`config.mk`:
```
export PLATFORM = sky130hd
export DESIGN_NAME = dma_addr_count_gen
export DESIGN_NICKNAME = d
export VERILOG_FILES = /design/src/rtl/dmag_pkg.sv /design/src/rtl/dmag_addr_side.sv /design/src/rtl/dmag_count_unit.sv /design/src/rtl/dma_addr_count_gen.sv
export SDC_FILE = /design/constraint.sdc
export NUM_CORES = 1
export LEC_CHECK = 0
export ABC_AREA = 1
export ABC_CLOCK_PERIOD_IN_PS = 2450
export BUFFER_PORTS_ARGS = -buffer_cell sky130_fd_sc_hd__buf_2
export CORE_UTILIZATION = 43
export DETAILED_ROUTE_END_ITERATION = 8
export SETUP_SLACK_MARGIN = 0.1
export SLEW_MARGIN = 10
export SYNTH_ARGS = -nofsm -noshare
export SYNTH_HDL_FRONTEND = slang
export SYNTH_HIERARCHICAL = 1
export SYNTH_SLANG_ARGS = --single-unit
export TNS_END_PERCENT = 5
```
`constraint.sdc`:
```
create_clock -name clk -period 2.45 [get_ports clk]
set_input_delay 0.6125 -clock clk [delete_from_list [all_inputs] [get_ports clk]]
set_output_delay 0.6125 -clock clk [all_outputs]
set_load 0.01 [all_outputs]
```
`src/rtl/dmag_pkg.sv`:
```
package dmag_pkg;
    typedef enum logic [1:0] {
        AM_FIXED = 2'b00,
        AM_INCR  = 2'b01,
        AM_RING  = 2'b10,
        AM_RSVD  = 2'b11
    } addr_mode_e;
endpackage

```
`src/rtl/dmag_addr_side.sv`:
```
module dmag_addr_side
    import dmag_pkg::*;
#(
    parameter int ADDR_W        = 24,
    parameter int BANK_W        = 16,
    parameter int RING_SEL_W    = 3,
    parameter int RING_MAX_LOG2 = 5
) (
    input  logic                  clk,
    input  logic                  rst_n,
    input  logic                  load,
    input  logic                  step,
    input  logic [1:0]            mode,
    input  logic [RING_SEL_W-1:0] ring_sel,
    input  logic                  wide,
    input  logic [ADDR_W-1:0]     base,
    output logic [ADDR_W-1:0]     addr
);
    localparam int IDX_W = RING_MAX_LOG2;

    typedef struct packed {
        logic [ADDR_W-1:0] addr;
        logic [BANK_W-1:0] start_lo;
        logic [IDX_W-1:0]  idx;
    } side_t;

    side_t             s_d, s_q;
    logic [BANK_W-1:0] stride;
    logic [BANK_W-1:0] lo_next;
    logic [IDX_W-1:0]  ring_last;
    int                sel_c;

    always_comb begin
        stride    = wide ? BANK_W'(2) : BANK_W'(1);
        lo_next   = s_q.addr[BANK_W-1:0] + stride;
        sel_c     = (int'(ring_sel) > RING_MAX_LOG2 - 1) ? RING_MAX_LOG2 - 1 : int'(ring_sel);
        ring_last = IDX_W'((32'd1 << (sel_c + 1)) - 32'd1);
        s_d       = s_q;
        if (load) begin
            s_d.addr     = base;
            s_d.start_lo = base[BANK_W-1:0];
            s_d.idx      = '0;
        end else if (step) begin
            case (addr_mode_e'(mode))
                AM_INCR: s_d.addr[BANK_W-1:0] = lo_next;
                AM_RING: begin
                    if (s_q.idx == ring_last) begin
                        s_d.addr[BANK_W-1:0] = s_q.start_lo;
                        s_d.idx              = '0;
                    end else begin
                        s_d.addr[BANK_W-1:0] = lo_next;
                        s_d.idx              = s_q.idx + IDX_W'(1);
                    end
                end
                default: ;
            endcase
        end
    end

    always_ff @(posedge clk or negedge rst_n) begin
        if (!rst_n) s_q <= '0;
        else        s_q <= s_d;
    end

    assign addr = s_q.addr;

    assert_fixed_hold_R2: assert property (@(posedge clk) disable iff (!rst_n)
        (step && !load && (mode == AM_FIXED || mode == AM_RSVD)) |=> (addr == $past(addr)));

    assert_incr_stride_R3: assert property (@(posedge clk) disable iff (!rst_n)
        (step && !load && mode == AM_INCR) |=>
        (addr[BANK_W-1:0] == BANK_W'($past(addr[BANK_W-1:0]) + ($past(wide) ? 2 : 1))));

    assert_bank_keep_R4: assert property (@(posedge clk) disable iff (!rst_n)
        (step && !load) |=> (addr[ADDR_W-1:BANK_W] == $past(addr[ADDR_W-1:BANK_W])));
endmodule

```
`src/rtl/dmag_count_unit.sv`:
```
module dmag_count_unit #(
    parameter int CNT_W = 16
) (
    input  logic             clk,
    input  logic             rst_n,
    input  logic             load,
    input  logic             step,
    input  logic [CNT_W-1:0] reload,
    output logic             underflow,
    output logic             done
);
    typedef struct packed {
        logic [CNT_W-1:0] count;
        logic             done;
        logic             uflow;
    } cnt_t;

    cnt_t c_d, c_q;

    always_comb begin
        c_d       = c_q;
        c_d.uflow = 1'b0;
        if (load) begin
            c_d.count = reload;
            c_d.done  = 1'b0;
        end else if (step && !c_q.done) begin
            if (c_q.count == '0) begin
                c_d.uflow = 1'b1;
                c_d.done  = 1'b1;
            end else begin
                c_d.count = c_q.count - CNT_W'(1);
            end
        end
    end

    always_ff @(posedge clk or negedge rst_n) begin
        if (!rst_n) c_q <= '{count: '0, done: 1'b1, uflow: 1'b0};
        else        c_q <= c_d;
    end

    assign underflow = c_q.uflow;
    assign done      = c_q.done;

    assert_uflow_single_R6: assert property (@(posedge clk) disable iff (!rst_n)
        underflow |=> !underflow);

    assert_uflow_sets_done_R7: assert property (@(posedge clk) disable iff (!rst_n)
        underflow |-> done);

    assert_done_sticky_R7: assert property (@(posedge clk) disable iff (!rst_n)
        (done && !load) |=> done);

    assert_quiet_when_done_R8: assert property (@(posedge clk) disable iff (!rst_n)
        (done && !load) |=> !underflow);
endmodule

```
`src/rtl/dma_addr_count_gen.sv`:
```
module dma_addr_count_gen #(
    parameter int ADDR_W        = 24,
    parameter int BANK_W        = 16,
    parameter int CNT_W         = 16,
    parameter int RING_SEL_W    = 3,
    parameter int RING_MAX_LOG2 = 5
) (
    input  logic                  clk,
    input  logic                  rst_n,
    input  logic                  load,
    input  logic                  advance,
    input  logic [1:0]            src_mode,
    input  logic [1:0]            dst_mode,
    input  logic [RING_SEL_W-1:0] src_ring_sel,
    input  logic [RING_SEL_W-1:0] dst_ring_sel,
    input  logic                  wide,
    input  logic [ADDR_W-1:0]     src_base,
    input  logic [ADDR_W-1:0]     dst_base,
    input  logic [CNT_W-1:0]      count_reload,
    output logic [ADDR_W-1:0]     src_addr,
    output logic [ADDR_W-1:0]     dst_addr,
    output logic                  underflow,
    output logic                  done
);
    logic step_go;

    assign step_go = advance && !done && !load;

    dmag_addr_side #(
        .ADDR_W(ADDR_W), .BANK_W(BANK_W),
        .RING_SEL_W(RING_SEL_W), .RING_MAX_LOG2(RING_MAX_LOG2)
    ) src_side_i (
        .clk(clk), .rst_n(rst_n), .load(load), .step(step_go),
        .mode(src_mode), .ring_sel(src_ring_sel), .wide(wide),
        .base(src_base), .addr(src_addr)
    );

    dmag_addr_side #(
        .ADDR_W(ADDR_W), .BANK_W(BANK_W),
        .RING_SEL_W(RING_SEL_W), .RING_MAX_LOG2(RING_MAX_LOG2)
    ) dst_side_i (
        .clk(clk), .rst_n(rst_n), .load(load), .step(step_go),
        .mode(dst_mode), .ring_sel(dst_ring_sel), .wide(wide),
        .base(dst_base), .addr(dst_addr)
    );

    dmag_count_unit #(.CNT_W(CNT_W)) count_i (
        .clk(clk), .rst_n(rst_n), .load(load), .step(step_go),
        .reload(count_reload), .underflow(underflow), .done(done)
    );

    assert_load_restores_R1: assert property (@(posedge clk) disable iff (!rst_n)
        load |=> (src_addr == $past(src_base) && dst_addr == $past(dst_base) && !done));

    assert_idle_frozen_R8: assert property (@(posedge clk) disable iff (!rst_n)
        (done && !load) |=> ($stable(src_addr) && $stable(dst_addr)));
endmodule

```
Yosys cells after proc, flatten, opt, wreduce, memory -nomap -nowiden:

Cells that the tools add are included.

* eq/ne operators: 7
* bitwise operators: 0
* $add $sub $neg: 9
* $mul: 0
* reduce and logical (&&, ||, !) cells: 19
* multiplexer cells: 24
* order comparisons: 2
* div/mod/pow operators: 0
* shift-type cells: 2

Operators with widths (count)
* 16-bit two-way mux: 7
* 32-bit by 2-bit adder with 32-bit output, second input constant: 2
* 16-bit one-hot mux with 2 select lines: 2
* 1-bit by 32-bit << shifter with 5-bit output, first input constant: 2
* 5-bit two-way mux: 8
* 16-bit adder: 2
* 18-bit two-way mux: 1
* 17-bit two-way mux: 1
* 16-bit zero test: 1
* 16-bit by 1-bit subtractor with 16-bit output, second input constant: 1
* 2-bit AND reduction: 6
* 5-bit by 1-bit adder with 5-bit output, second input constant: 2
* 5-bit equality test: 2
* 2-bit nonzero test: 5
* 5-bit by 1-bit subtractor with 5-bit output, second input constant: 2
* 3-bit > comparator, second input constant: 2
* 3-bit two-way mux: 2
* 3-bit nonzero test: 2
* 2-bit by 1-bit equality test with 1-bit output, second input constant: 2
* 2-bit equality test, second input constant: 2
* 2-bit two-way mux: 2
* 1-bit logical AND: 3
* 1-bit zero test: 2
* 2-bit != test, second input constant: 1
* 1-bit two-way mux: 1

* bits in read-only memories: 0
* flip-flop bits (word level): 108
* input bits: 79
* output and inout bits: 50
* RAM bits: 0
* memories kept: 0
* latch bits: 0
* logic and storage cells: 74

Longest topological paths before layout:

* depth after elaboration: 10
* gate-level depth with buffers: 12
* mapped depth without buffers: 12

By module:

Netlist, hierarchy kept.

Modules (own cells, without submodules)
* dmag_addr_side at src_side_i: sequential area each 1126.1 um^2, cells each 371, times used 1, area each 2748.9 um^2
* dmag_addr_side at dst_side_i: sequential area each 1126.1 um^2, cells each 370, times used 1, area each 2730.1 um^2
* dmag_count_unit: sequential area each 451.7 um^2, cells each 200, times used 1, area each 1330.0 um^2
* dma_addr_count_gen: sequential area each 0.0 um^2, cells each 3, times used 1, area each 13.8 um^2

Least setup slack after synthesis:

No wires, ideal clock.

* path kind: input-to-reg
* from: input wide
* to: register src_side_i.s_q, in the netlist src_side_i/addr[14]
* data required time: 2.328 ns
* stages on the path: 12
* setup slack: 0.254 ns
* data arrival time: 2.074 ns
* library setup time: 0.122 ns
* buffers on the path: 0
* cell sequence: inv_1 > ha_1 > inv_1 > fa_1 > nor2_1 > nand3_1 > nor2_1 > nand2_1 > nand2_1 > nand3_1 > nand2_1 > a21oi_2

* longest elaborated chain between the ends: 6

RTL lines
* from (decl): line dma_addr_count_gen.sv:16 `input logic wide,`
* 2-bit two-way mux (*): line dmag_addr_side.sv:34 `stride = wide ? BANK_W'(2) : BANK_W'(1);`
* 16-bit adder (*): line dmag_addr_side.sv:35 `lo_next = s_q.addr[BANK_W-1:0] + stride;`
* 16-bit two-way mux: line dmag_addr_side.sv:47 `if (s_q.idx == ring_last) begin`
* 16-bit one-hot mux with 2 select lines (*): line dmag_addr_side.sv:44 `case (addr_mode_e'(mode))`
* 16-bit two-way mux (*): line dmag_addr_side.sv:43 `end else if (step) begin`
* 16-bit two-way mux (*): line dmag_addr_side.sv:39 `if (load) begin`
* to (signal assigned): line dmag_addr_side.sv:61 `if (!rst_n) s_q <= '0;`
* to (signal assigned): line dmag_addr_side.sv:62 `else s_q <= s_d;`
* to (decl): line dmag_addr_side.sv:27 `side_t s_d, s_q;`

Mark *: on every way between the ends. The rest lies on a longest branch, timed or not. The select of a mux whose other input is x is not followed.
A chain may end at the register's enable or synchronous reset.

Worst setup path in the final report:

Ends and elaborated chain as after synthesis.

==> metrics <==
Detailed Route Iter0 Violations=313; CTS tree=yes; placed cell areas=7360 um^2; top post-synthesis cells by area=dfrtp_1 (39%), nand2_1 (19%), buf_4 (5.7%); Post-synth EDFFs=0; Setup-failing EPs final=0; power per standard cell area=663 nW/um^2; Post-CTS Setup Bufs=0; drt wl/cell=12.5 um; Area Overhead vs Synth=12.7%; setup_tns=0 ns; crit-path cells=buf_2, inv_1, ha_1, inv_1, fa_1, nor2_1, nand3_1, nor2_2, nand2_1, nand2_1, nand3_1, nand2_1, a21oi_2; hold buffers post-CTS=0; clock sink total=108; critical path class=in -> reg; Seq/Total Area, Yosys=39.6%; Critical Path End Type=flop; Yosys cell types=38; Slew @ Worst Pin=0.537 ns; CP dominant cell by count=nand2_1; status=finished clean; layout cells sized above 1=22.7%; Post-Layout Inst Area=7690 um^2; htree depth=3; dominant cell by count in the synthesized netlist=nand2_1; Core ar.=15400 um^2; initial antenna violation count=0; PortBufs=128; height of the die=128 um; drc violations=0; Setup Skew=0.00590 ns; final WL=15.5 mm; vias=5897; # diodes=0; leading area contributor after synthesis=dfrtp_1; startpoint type of the worst setup path=primary input; Leak Pwr=4.04 nW; Reg clk slew, reported paths=0.07 ns; Fin. Hold Viols=0; worst skew pair latency=0.35 ns; post-synthesis net count=1032; Initial Utilization=44.4%; first-pass GRT wire length=26.3 mm; critical path peak fanout=4; Clock Path Buffers=2; post-place setup slack=-0.0135 ns; slowest stage cell, crit path=fa_1; worst setup margin=0.333 ns; Max stage delay on crit path=0.38 ns; CTS Buf Count=9; vias per inst=4.74; Mapped Area=6820 um^2; TritonRoute pass-1 iters=4; crit path DAT=2.35 ns; Yosys reg bits=108; WHS=0.151 ns; top cell type's share of synthesized area=39.2%; top_reg_cell synth=dfrtp_1; All-Layer GR Usage=20.1%; fin crit period=2.12 ns; R2R Setup Slk=0.41 ns; Worst Path Required=2.68 ns; Die W=128 um; Post-synth top cells=nand2_1 (344), dfrtp_1 (107), nor2_1 (97), inv_1 (68), a21oi_1 (64); dpl hpwl=11.1 mm; vias in the first global route=5473; Post-Syn Area per Cell=7.23 um^2; IR drop worst, VDD=0.385 mV; RSZ-0062 raised after global routing=yes; Max Clk Rate=472 MHz; worst rel slew slack=64.2%; die area=16400 um^2; largest net degree at the start of global routing=51; num rows=45; nets=1116; Hold/Removal Path Class=in -> async; Synth async-reset ratio=100%; max cap viols=0; gpl congestion=0.819; Final Util=50.0%; Post-Syn Instances=944; Final ANT Viol Nets=0; Slew Viols, Final=0; grt total ovfl=0; Root Buffer=clkbuf_16; io pins=129; Synth warnings=6; Tcrit/Tclk final=86.4%
[flip-flops by register name, summed over array words and instances, names as in the netlist]
register           count
dst_side_i/s_q        21
src_side_i/addr       24
count_i/c_q           16
count_i/underflow      1
src_side_i/s_q        21
count_i/done           1
dst_side_i/addr       24
[layout by cell type (no fill, tap or decap), drive strengths merged]
cell      netlist  final
nand2         356    356
buf            64    148
nor2          117    117
dfrtp         107    107
a21oi          81     81
inv            78     78
nand3          49     49
o21ai          30     30
clkbuf         11     12
xor2           11     11
ha              7      7
nand3b          5      5
o22ai           5      5
xnor2           4      4
or2             4      4
clkinv          2      3
nand4           3      3
bufinv          0      2
o211ai          2      2
a31oi           2      2
fa              2      2
clkinvlp        0      1
o21bai          1      1
nor3            1      1
a22oi           1      1
dfstp           1      1
[logic make-up (layout without fill, tap and decap cells)]
kind of cell	count (synthesis)	after routing	synth area share [%]
AND/OR/NAND/NOR	535	535	33.7
buffers and inverters	155	244	12.2
AO/OA/AOI/OAI	122	122	10.6
flip-flops	108	108	39.6
XOR/XNOR	15	15	1.93
adder cells (fa/ha/maj)	9	9	1.87
[layout make-up]
class / instances / area [um^2]
timing repair buffer: 148 / 808
multi-input combinational: 681 / 3290
inverter: 80 / 305
clock inverter: 4 / 72.6
sequential: 108 / 2700
clock buffer: 12 / 246
fill: 1588 / 7680
tap: 211 / 264
[timing repair]
item	4_1_cts	5_1_grt
hold endpoints to repair	0	0
endpoints found under the setup margin	0	2
resized for setup	0	1
[where the power goes]
part           internal, mW  switching [mW]  total (mW)  leakage [nW]
registers              2.00           0.208        2.21          1.30
clock network         0.924           0.651        1.58         0.153
logic                 0.516           0.796        1.31          2.58
total                  3.44            1.65        5.10          4.04
[worst max-delay path, delay by kind of cell]
family / cells / cell delay [ns]
buffers and inverters: 3 / 0.24
AOI/OAI and AO/OA: 1 / 0.06
adders and majority gates: 2 / 0.54
and+or+nand+nor: 7 / 0.89
[layer usage]
metal | routed length (um) | vias to the layer above | GRT usage (%)
li1 | - | 3076 | -
met1 | 7530 | 2691 | 28.0
met2 | 7270 | 121 | 32.8
met3 | 600 | 9 | 3.13
met4 | 146 | 0 | 4.78
met5 | 0 | - | 0
[per-stage QoR]
| stage | power [mW] | instances |
|---|---|---|
| 2_1_floorplan | 3.27 | 944 |
| 3_3_place_gp | 3.55 | 1228 |
| 3_5_place_dp | 3.57 | 1228 |
| 4_1_cts | 5.17 | 1244 |
| 5_1_grt | 5.44 | 1244 |
| 6_report | 5.10 | 1244 |
[final timing paths]
path                                                      from                              end  cells after the start
min in group clk                                  src_base[22]  src_side_i/addr[22]$_DFFE_PN0P_                      3
worst min register to register   dst_side_i/s_q[7]$_DFFE_PN0P_    dst_side_i/s_q[7]$_DFFE_PN0P_                      2
max in group asynchronous                                rst_n  src_side_i/addr[15]$_DFFE_PN0P_                      2
worst max-delay path                                      wide  src_side_i/addr[14]$_DFFE_PN0P_                     13
worst min-delay path                                     rst_n   dst_side_i/s_q[14]$_DFFE_PN0P_                      1
worst max register to register  src_side_i/addr[0]$_DFFE_PN0P_  src_side_i/addr[14]$_DFFE_PN0P_                     11
No activity file was read; power rests on OpenSTA's default activity.
